<file path="src/rtl/mpuart_pkg.sv">
// Shared types and helpers for the serial port.
// Assumes: one clock domain; the caller supplies the oversampling tick.
package mpuart_pkg;
    typedef enum logic [1:0] {RX_IDLE, RX_START, RX_BITS} rx_state_t;

    // Acceptance rule: with filtering on, the latched extra bit must be 1.
    function automatic logic frame_passes(input logic filter_on, input logic extra_bit);
        return !filter_on || extra_bit;
    endfunction
endpackage

</file>
<file path="src/rtl/mpuart_tx.sv">
// Transmit serializer: start bit, DW data bits LSB first, optional ninth bit, stop bit.
// Assumes: tick is a one-cycle pulse at OVS times the bit rate; writes while busy are ignored.
module mpuart_tx #(
    parameter int OVS = 16,
    parameter int DW  = 8
) (
    input  logic          clk,
    input  logic          rst_n,
    input  logic          tick,
    input  logic          start,
    input  logic [DW-1:0] data,
    input  logic          nine,
    input  logic          bit9,
    output logic          txd,
    output logic          busy,
    output logic          stop_begin
);
    localparam int FW = DW + 3;
    localparam int CW = $clog2(OVS);
    localparam int IW = $clog2(FW + 1);

    logic [FW-1:0] sh_q;
    logic [CW-1:0] cnt_q;
    logic [IW-1:0] idx_q;
    logic [IW-1:0] last_q;
    logic          busy_q;

    // Load a frame on write, then shift one bit every OVS ticks.
    always_ff @(posedge clk) begin
        if (!rst_n) begin
            sh_q       <= '1;
            cnt_q      <= '0;
            idx_q      <= '0;
            last_q     <= '0;
            busy_q     <= 1'b0;
            stop_begin <= 1'b0;
        end else begin
            stop_begin <= 1'b0;
            if (!busy_q && start) begin
                busy_q <= 1'b1;
                sh_q   <= {1'b1, (nine ? bit9 : 1'b1), data, 1'b0};
                cnt_q  <= '0;
                idx_q  <= '0;
                last_q <= nine ? IW'(DW + 2) : IW'(DW + 1);
            end else if (busy_q && tick) begin
                if (cnt_q == CW'(OVS - 1)) begin
                    cnt_q <= '0;
                    if (idx_q == last_q) begin
                        busy_q <= 1'b0;
                        sh_q   <= '1;
                    end else begin
                        sh_q  <= {1'b1, sh_q[FW-1:1]};
                        idx_q <= idx_q + 1'b1;
                        if (IW'(idx_q + 1'b1) == last_q) stop_begin <= 1'b1;
                    end
                end else begin
                    cnt_q <= cnt_q + 1'b1;
                end
            end
        end
    end

    assign txd  = sh_q[0];
    assign busy = busy_q;

    // Line must rest high whenever no frame is in flight.
    assert_tx_idle_high_R1: assert property (@(posedge clk) disable iff (!rst_n)
        !busy_q |-> txd);
endmodule

</file>
<file path="src/rtl/mpuart_rx.sv">
// Receive deserializer with a mid-bit sample and start-bit rejection.
// Assumes: tick at OVS times the bit rate; rxd is asynchronous and is synchronized here.
// Reports each finished frame with a one-cycle end pulse; acceptance is decided by the parent.
module mpuart_rx #(
    parameter int OVS = 16,
    parameter int DW  = 8
) (
    input  logic          clk,
    input  logic          rst_n,
    input  logic          tick,
    input  logic          rxd,
    input  logic          en,
    input  logic          nine,
    output logic          frame_end,
    output logic [DW-1:0] frame_data,
    output logic          frame_extra
);
    import mpuart_pkg::*;

    localparam int CW   = $clog2(OVS);
    localparam int HALF = OVS / 2;
    localparam int IW   = $clog2(DW + 2);

    logic [1:0]    sync_q;
    rx_state_t     st_q;
    logic [CW-1:0] cnt_q;
    logic [IW-1:0] idx_q;
    logic [DW-1:0] data_q;
    logic          extra_q;
    logic          nine_q;
    logic          end_q;
    logic          mid;
    logic          line;

    assign line = sync_q[1];
    assign mid  = (cnt_q == CW'(HALF - 1));

    // Two-flop synchronizer for the serial input.
    always_ff @(posedge clk) begin
        if (!rst_n) sync_q <= 2'b11;
        else        sync_q <= {sync_q[0], rxd};
    end

    // Frame state machine: detect start, verify it at mid-bit, shift bits, report end.
    always_ff @(posedge clk) begin
        if (!rst_n) begin
            st_q    <= RX_IDLE;
            cnt_q   <= '0;
            idx_q   <= '0;
            data_q  <= '0;
            extra_q <= 1'b0;
            nine_q  <= 1'b0;
            end_q   <= 1'b0;
        end else begin
            end_q <= 1'b0;
            if (tick) begin
                if (st_q != RX_IDLE) cnt_q <= (cnt_q == CW'(OVS - 1)) ? '0 : cnt_q + 1'b1;
                unique case (st_q)
                    RX_IDLE: if (en && !line) begin
                        st_q   <= RX_START;
                        cnt_q  <= '0;
                        idx_q  <= '0;
                        nine_q <= nine;
                    end
                    RX_START: if (mid) st_q <= line ? RX_IDLE : RX_BITS;
                    RX_BITS: if (mid) begin
                        idx_q <= idx_q + 1'b1;
                        if (idx_q < IW'(DW)) begin
                            data_q <= {line, data_q[DW-1:1]};
                        end else if (idx_q == IW'(DW)) begin
                            extra_q <= line;
                            if (!nine_q) begin
                                end_q <= 1'b1;
                                st_q  <= RX_IDLE;
                            end
                        end else begin
                            end_q <= 1'b1;
                            st_q  <= RX_IDLE;
                        end
                    end
                    default: st_q <= RX_IDLE;
                endcase
            end
        end
    end

    assign frame_end   = end_q;
    assign frame_data  = data_q;
    assign frame_extra = extra_q;

    // A frame can only finish from the bit-shifting state, never straight from idle detection.
    assert_end_after_bits_R3: assert property (@(posedge clk) disable iff (!rst_n)
        end_q |-> $past(st_q) == RX_BITS);
endmodule

</file>
<file path="src/rtl/mpuart.sv">
// Serial port top: transmitter, receiver, receive latch, sticky flags and interrupt.
// Assumes: software clears flags with one-cycle pulses; a hardware set wins over a clear
// arriving in the same cycle.
module mpuart #(
    parameter int OVS = 16,
    parameter int DW  = 8
) (
    input  logic          clk,
    input  logic          rst_n,
    input  logic          baud_tick,
    input  logic          wr_en,
    input  logic [DW-1:0] wr_data,
    output logic [DW-1:0] rd_data,
    input  logic          cfg_nine,
    input  logic          cfg_filter,
    input  logic          cfg_rx_en,
    input  logic          cfg_tx_bit9,
    input  logic          irq_en,
    input  logic          clr_tx_done,
    input  logic          clr_rx_done,
    output logic          tx_done,
    output logic          rx_done,
    output logic          rx_bit9,
    output logic          irq,
    input  logic          rxd,
    output logic          txd
);
    import mpuart_pkg::*;

    logic          tx_busy;
    logic          tx_stop;
    logic          rx_end;
    logic [DW-1:0] rx_data;
    logic          rx_extra;
    logic          accept;
    logic [DW-1:0] latch_q;
    logic          b9_q;
    logic          txf_q;
    logic          rxf_q;

    mpuart_tx #(.OVS(OVS), .DW(DW)) u_tx (
        .clk(clk), .rst_n(rst_n), .tick(baud_tick), .start(wr_en), .data(wr_data),
        .nine(cfg_nine), .bit9(cfg_tx_bit9), .txd(txd), .busy(tx_busy), .stop_begin(tx_stop)
    );

    mpuart_rx #(.OVS(OVS), .DW(DW)) u_rx (
        .clk(clk), .rst_n(rst_n), .tick(baud_tick), .rxd(rxd), .en(cfg_rx_en),
        .nine(cfg_nine), .frame_end(rx_end), .frame_data(rx_data), .frame_extra(rx_extra)
    );

    assign accept = rx_end && !rxf_q && frame_passes(cfg_filter, rx_extra);

    // Receive latch: updated only by an accepted frame.
    always_ff @(posedge clk) begin
        if (!rst_n) begin
            latch_q <= '0;
            b9_q    <= 1'b0;
        end else if (accept) begin
            latch_q <= rx_data;
            b9_q    <= rx_extra;
        end
    end

    // Sticky flags: hardware sets, software clears.
    always_ff @(posedge clk) begin
        if (!rst_n) begin
            txf_q <= 1'b0;
            rxf_q <= 1'b0;
        end else begin
            if (tx_stop)          txf_q <= 1'b1;
            else if (clr_tx_done) txf_q <= 1'b0;
            if (accept)           rxf_q <= 1'b1;
            else if (clr_rx_done) rxf_q <= 1'b0;
        end
    end

    assign rd_data = latch_q;
    assign rx_bit9 = b9_q;
    assign tx_done = txf_q;
    assign rx_done = rxf_q;
    assign irq     = irq_en && (txf_q || rxf_q);

    assert_tx_done_hold_R2: assert property (@(posedge clk) disable iff (!rst_n)
        tx_done && !clr_tx_done |=> tx_done);
    assert_tx_done_in_stop_R2: assert property (@(posedge clk) disable iff (!rst_n)
        $rose(tx_done) |-> txd && tx_busy);
    assert_rx_done_hold_R6: assert property (@(posedge clk) disable iff (!rst_n)
        rx_done && !clr_rx_done |=> rx_done);
    assert_latch_hold_R5: assert property (@(posedge clk) disable iff (!rst_n)
        rx_done |=> $stable(rd_data) && $stable(rx_bit9));
    assert_filter_pass_R4: assert property (@(posedge clk) disable iff (!rst_n)
        $rose(rx_done) && $past(cfg_filter) |-> rx_bit9);
endmodule

</file>
<file path="config.mk">
export PLATFORM = sky130hd
export DESIGN_NAME = mpuart
export DESIGN_NICKNAME = d
export VERILOG_FILES = /design/src/rtl/mpuart_pkg.sv /design/src/rtl/mpuart_tx.sv /design/src/rtl/mpuart_rx.sv /design/src/rtl/mpuart.sv
export SDC_FILE = /design/constraint.sdc
export NUM_CORES = 1
export LEC_CHECK = 0
export BUFFER_PORTS_ARGS = -buffer_cell sky130_fd_sc_hd__buf_2
export CELL_PAD_IN_SITES_DETAIL_PLACEMENT = 0
export CELL_PAD_IN_SITES_GLOBAL_PLACEMENT = 2
export CORE_MARGIN = 2
export CORE_UTILIZATION = 36
export CTS_BUF_LIST = sky130_fd_sc_hd__clkbuf_8 sky130_fd_sc_hd__clkbuf_16
export DETAILED_ROUTE_END_ITERATION = 12
export GPL_ROUTABILITY_DRIVEN = 1
export PLACE_DENSITY_LB_ADDON = 0.1
export SYNTH_ARGS = -nofsm -noshare
export SYNTH_HDL_FRONTEND = slang
export SYNTH_SLANG_ARGS = --single-unit
</file>
<file path="constraint.sdc">
create_clock -name clk -period 2.3 [get_ports clk]
set_clock_uncertainty 0.1 [all_clocks]
set_input_delay 0.345 -clock clk [delete_from_list [all_inputs] [get_ports clk]]
set_output_delay 0.345 -clock clk [all_outputs]
set_load 0.05 [all_outputs]
</file>
==> out/metrics.cfg, run 1 <==
[critical_path]
max_stage_delay_ns = 0.52
path_cells = ha_1, and3b_1, and4b_1, mux2i_1, nor2b_1
reg2reg_slack_ns = 0.36
worst-r2r-cell-count = 5
crit_path_end_kind = flip-flop
r2r_end = u_rx.frame_data[7]$_SDFFE_PN0P_
cp.required_ns = 2.43
worstReg2RegStart = u_rx.cnt_q[0]$_SDFFE_PN0P_
critPathLaunch = u_rx.cnt_q[0]$_SDFFE_PN0P_
critPathLaunchType = flip-flop
cp_num_buf_inv = 0
cp_max_fo = 8
crit_type = flip-flop to flip-flop
crit_family = simple AND/OR/NAND/NOR gates
crit_arrival_ns = 2.07
crit_path_top_delay_cell = and4b_1

[cts]
postCtsSetupBuffers = 0
cts.htree.levels = 3
clock-sinks = 57
cts_tree = done
cts.repair.resized = 0
cts.path.max_buffers = 2
path_clk_slew_ns = 0.07
hold_buffers = 0
clockRootBuffer = clkbuf_8
clk_latency_ns = 0.33
cts_made_buffers = 9

[power_and_ir_drop]
powerDensity_nw_per_um2 = 684
irDropWorstVdd_uv = 370
leakagePower_nw = 1.17

[worst_hold_path]
hp-class = primary input to flip-flop
worstHoldStart = rxd
whs_path_depth = 2
hold_path_end = u_rx.sync_q[0]$_SDFF_PN1_

[route]
viasPerCell = 4.83
drt-total-wl_um = 5360
wl_met1_um = 2830
top_layer = met4
post_drt_wl_per_cell_um = 13.4
firstDrtPassIters = 4
num_vias = 1931
wl_met3_um = 246
drt-initial-drc-count = 44
route.met2.wl_um = 2210
final_antenna_net_count = 0
drc = 0

[place]
gp_congestion = 0.711
portBuffers = 32
place_inst = 384
hpwlAfterDp_um = 3750

[cells_and_area]
n_fill_cell = 716
drive_above_1_share = 0.217
fin_nets = 324
diodes = 0
area_delta_synth_final_pct = 17.2
final_cell_count_no_fill = 400

[global_routing]
grt_pass1_wl_um = 9090
grt_usage = 0.155
grt_overflow_total = 0
grt_start_max_net_pins = 21
grt_pass1_vias = 1878
grt_antenna_before_repair = 0

[sta]
max_slew_margin = 0.461
tns_ns = 0
hold_viol = 0
max_freq_mhz = 515
period_minus_slack_ns = 1.94
worst-slew-pin-transition_ns = 0.808
setup_viol = 0
slew_viol_final = 0
post-route-period-util = 0.844
grt_setup_unrepaired = false

[logic_synthesis]
synth_xor_area_frac = 0.0439
synth_seq_cells = 57
avgSynthCellArea_um2 = 9.72
muxShareOfSynthArea = 0.0663
yosys_warnings = 0
syn_area_um2 = 2560
synth_compound_area_frac = 0.177
ys_async_sr_fraction = 0
synth_fa_ha_area_frac = 0.0244
syn_inst = 264
synth-edff-count = 0
synthSimpleGateAreaFrac = 0.215
yosysUniqueCellTypes = 50
synth_ff_type = dfxtp_1
synth_top_family_by_area = simple AND/OR/NAND/NOR gates
synth_nets = 289
synth_seq_area_share = 0.445

[floorplanning]
rows = 30
initial_core_util = 0.375
die_h_um = 88.4
fp.dieW_um = 88.4
io_pins = 33
core_um2 = 6830
die_area_um2 = 7820

[run_status]
status = completed

[job]
drv_cap = 0

## cell families (layout without fill, tap and decap cells)
kind of cell | after synthesis | count (layout)
fa+ha+maj | 5 | 5
compound gates | 59 | 59
simple gates | 98 | 98
flops | 57 | 57
buf+inv | 16 | 56
mux | 17 | 17
xor+xnor | 12 | 12
## Yosys cell counts (all sizes together) (5+ instances only)
| cell | number | area (um2) |
|---|---|---|
| a21boi | 5 | 37.5 |
| a21oi | 7 | 35.0 |
| buf | 6 | 37.5 |
| clkbuf | 6 | 22.5 |
| dfxtp | 57 | 1140 |
| ha | 5 | 62.6 |
| mux2i | 17 | 170 |
| nand2 | 24 | 90.1 |
| nand2b | 5 | 31.3 |
| nand3 | 5 | 30.0 |
| nor2 | 12 | 45.0 |
| nor2b | 22 | 138 |
| o211ai | 9 | 103 |
| o21a | 6 | 45.0 |
| o21ai | 13 | 65.1 |
| o22ai | 7 | 43.8 |
| xnor2 | 7 | 61.3 |
| xor2 | 5 | 51.3 |
## registers in the layout (all words and copies together), names as in the netlist, 2 cells and up
signal / flops
rd_data: 8
u_rx.cnt_q: 4
u_rx.frame_data: 8
u_rx.idx_q: 4
u_rx.st_q: 2
u_rx.sync_q: 2
u_tx.cnt_q: 4
u_tx.idx_q: 4
u_tx.last_q: 3
u_tx.sh_q: 10
## worst max path at each step
stage / end / slack [ns] / cells past startpoint
2_1_floorplan: u_rx.frame_data[0]$_SDFFE_PN0P_ / 0.67 / 6
6_report: u_rx.frame_data[7]$_SDFFE_PN0P_ / 0.36 / 5
3_5_place_dp: u_rx.frame_data[0]$_SDFFE_PN0P_ / 0.34 / 5
3_3_place_gp: u_rx.frame_data[7]$_SDFFE_PN0P_ / 0.37 / 5
4_1_cts: u_rx.frame_data[0]$_SDFFE_PN0P_ / 0.33 / 5
5_1_grt: u_rx.frame_data[0]$_SDFFE_PN0P_ / 0.13 / 5
## placed cells by master, fill, tap and decap left out, types with 3 or more instances in the layout
master    instances
nand3_1           4
ha_1              5
o22ai_1           7
clkbuf_8         12
a31oi_1           3
nor2_1           12
dfxtp_1          57
o211ai_2          7
xor2_1            4
and2_1            3
nand4_1           3
o21ai_0          12
mux2i_1          17
nand2b_1          5
o21a_1            6
a21oi_1           7
and3_1            4
a21boi_0          5
nor2b_1          22
buf_4             4
inv_1             4
nor3_1            3
buf_2            32
nand2_1          24
xnor2_1           7
## metrics by stage
stage | instance area (um2) | setup slack, ns | utilization | total power [mW] | hold slack (ns)
2_1_floorplan | 2560 | 0.670 | - | 1.15 | 0.286
3_3_place_gp | 2820 | 0.371 | 0.412 | 1.20 | 0.301
3_5_place_dp | 2820 | 0.339 | 0.412 | 1.20 | 0.301
4_1_cts | 3010 | 0.331 | 0.440 | 2.10 | 0.0739
5_1_grt | 3010 | 0.134 | 0.440 | 2.17 | 0.0880
6_report | 3010 | 0.359 | 0.440 | 2.06 | 0.0933
## cell type report
cell class,count,area [um2],area share
Timing Repair Buffer,36,190,0.0633
Multi-Input combinational cell,191,1350,0.449
Inverter,4,15.0,0.00499
Sequential cell,57,1140,0.380
Clock inverter,4,26.3,0.00874
Clock buffer,12,165,0.0549
Tap cell,96,120,0.0400
## report_power, final
group / total (mW) / leakage, nW / switching, mW / internal, mW
Clock: 0.885 / 0.0984 / 0.408 / 0.477
Combinational: 0.150 / 0.612 / 0.0886 / 0.0615
Sequential: 1.02 / 0.463 / 0.0140 / 1.01
Total: 2.06 / 1.17 / 0.510 / 1.55
## layer usage
metal	vias up	global-route usage
met5	-	0
met4	0	0.0592
met3	9	0.0662
met2	31	0.213
met1	880	0.213
li1	1011	-
No activity file was read; power rests on OpenSTA's default activity.
==> run 2, diff against run 1 <==
- clock period: 2.3 -> 1.96 ns (I/O delays scaled with it)
==> run 2 against run 1 <==
Flip-flop and latch count unchanged. Global-route usage down 0.26 points. Worst setup slack worse by 0.24 ns. Clock power up 48%. Sequential power up 18%. Cell count up 1.8%. Core utilization up 1.6 points. Wire length down 0.75%. Clock-buffer cell count down 3. Fmax up 5.5%.
==> out/metrics.cfg, run 2 (same netlist as run 1, synthesis figures left out) <==
[cells_and_area]
top_register = u_tx.sh_q
diodes = 0  ; unchanged
n_fill_cell = 689  ; -3.8%
fin_nets = 331  ; +2.2%
final_cell_area_um2 = 3120  ; +3.6%
multi_input_area_um2 = 1350  ; unchanged
drive_above_1_share = 0.228  ; +0.0112
area_delta_synth_final_pct = 21.5
largest_reg_flops = 10  ; unchanged
regArea_um2 = 1140  ; unchanged
final_common_cell = dfxtp_1
layout_common_cells = dfxtp_1 (57), buf_2 (32), nand2_1 (24), nor2b_1 (22), mux2i_1 (17)

[global_routing]
grt.busiest_layer = met1
use_met3 = 0.0410  ; -0.0252
grtUsageMet2 = 0.211  ; -0.00205
grt_pass1_vias = 1845  ; -1.8%
grt_antenna_before_repair = 0  ; unchanged
grt_overflow_total = 0  ; unchanged
grt_start_max_net_pins = 28  ; +33%
grt_usage = 0.152  ; -0.00264
grt_pass1_wl_um = 9070  ; -0.15%
gr-usage-met1 = 0.216  ; +0.00294

[critical_path]
cp_max_fo = 8  ; unchanged
crit_path_top_delay_cell = dfxtp_1
critPathLaunchType = flip-flop
crit_path_end_kind = flip-flop
crit_type = flip-flop to flip-flop
crit_arrival_ns = 1.97  ; -0.10 ns
max_stage_delay_ns = 0.39  ; -0.13 ns
crit_family = simple AND/OR/NAND/NOR gates
cp_num_buf_inv = 1  ; +1
cp.required_ns = 2.09  ; -0.34 ns
path_cells = ha_1, and3b_1, and4b_1, buf_12, mux2i_1, nor2b_1

[route]
drt-total-wl_um = 5320  ; -0.75%
drt-initial-drc-count = 56  ; +27%
viasPerCell = 4.79  ; -0.85%
firstDrtPassIters = 4  ; unchanged
final_antenna_net_count = 0  ; unchanged
num_vias = 1948  ; +0.88%
drc = 0  ; unchanged
post_drt_wl_per_cell_um = 13.1  ; -2.5%

[cts]
clock-sinks = 57  ; unchanged
path_clk_slew_ns = 0.07  ; about the same
cts.repair.resized = 0  ; unchanged
cts_tree = done
cts.htree.levels = 3  ; unchanged
clk_latency_ns = 0.33  ; about the same
postCtsSetupBuffers = 0  ; unchanged
cts.path.max_buffers = 2  ; unchanged
cts_made_buffers = 9  ; unchanged
clockRootBuffer = clkbuf_8
hold_buffers = 0  ; unchanged

[power_and_ir_drop]
leakagePower_nw = 1.24  ; +5.5%
powerDensity_nw_per_um2 = 867  ; +27%
irDropWorstVdd_uv = 432  ; +17%

[sta]
post-route-period-util = 0.939  ; +0.0950
worst-slew-pin-transition_ns = 0.444  ; -0.364 ns
max_freq_mhz = 544  ; +5.5%
setup_viol = 0  ; unchanged
slew_viol_final = 0  ; unchanged
setup_ws_ns = 0.120  ; -0.239 ns
max_slew_margin = 0.703  ; +0.242
grt_setup_unrepaired = false
whs_ns = 0.0405  ; -0.0528 ns
tns_ns = 0  ; unchanged
hold_viol = 0  ; unchanged
period_minus_slack_ns = 1.84  ; -0.101 ns

[place]
dp_slack_ns = 0.127  ; -0.212 ns
hpwlAfterDp_um = 3760  ; +0.16%
gp_congestion = 0.717  ; +0.93%
place_area_um2 = 2880  ; +2.3%
portBuffers = 32  ; unchanged

[floorplanning]
initial_core_util = 0.375  ; unchanged
rows = 30  ; unchanged
die_h_um = 88.4  ; unchanged
fp.dieW_um = 88.4  ; unchanged
die_area_um2 = 7820  ; unchanged
io_pins = 33  ; unchanged
core_um2 = 6830  ; unchanged

[worst_hold_path]
hp-class = primary input to flip-flop

[job]
drv_cap = 0  ; unchanged

[run_status]
status = completed

run 2: power by group:
group | leakage [nW] | switching [mW] | total (mW) | internal [mW]
clock | 0.126 | 0.475 | 1.31 | 0.835
sequential | 0.463 | 0.0170 | 1.20 | 1.18
combinational | 0.649 | 0.106 | 0.190 | 0.0846
total | 1.24 | 0.598 | 2.70 | 2.10
run 2: final timing paths:
path,from,endpoint,slack [ns],depth (start not counted)
worst max register to register,u_rx.cnt_q[0]$_SDFFE_PN0P_,u_rx.frame_data[1]$_SDFFE_PN0P_,0.12,6
worst max-delay path,u_rx.cnt_q[0]$_SDFFE_PN0P_,u_rx.frame_data[1]$_SDFFE_PN0P_,0.12,6
worst min-delay path,rxd,u_rx.sync_q[0]$_SDFF_PN1_,0.04,2
worst min register to register,u_rx.sync_q[0]$_SDFF_PN1_,u_rx.sync_q[1]$_SDFF_PN1_,0.31,1
run 2: layout make-up:
type | instances | area share
Inverter | 4 | 0.00482
Sequential cell | 57 | 0.366
Clock inverter | 7 | 0.0357
Clock buffer | 9 | 0.0398
Tap cell | 96 | 0.0386
Multi-Input combinational cell | 191 | 0.433
Timing Repair Buffer | 43 | 0.0819
run 2: stage by stage:
| step | total power [mW] | util | cells |
|---|---|---|---|
| final | 2.70 | 0.456 | 407 |
| after floorplan | 1.35 | - | 264 |
| after CTS | 2.74 | 0.456 | 407 |
| after global routing | 2.82 | 0.456 | 407 |
| after detailed placement | 1.42 | 0.422 | 391 |
| after global placement | 1.42 | 0.422 | 391 |
run 2: metal layers:
| metal | vias up | wire length [um] |
|---|---|---|
| met5 | - | 0 |
| met4 | 0 | 61 |
| met2 | 27 | 2320 |
| met3 | 6 | 173 |
| li1 | 1021 | - |
| met1 | 894 | 2770 |
run 2: worst reg2reg max path: cells and delay by family (launching register included):
kind / cells / cell delay (ns)
adder cells (fa/ha/maj): 1 / 0.27
buffers and inverters: 1 / 0.15
flip-flops: 1 / 0.39
multiplexers: 1 / 0.20
AND/OR/NAND/NOR: 3 / 0.63
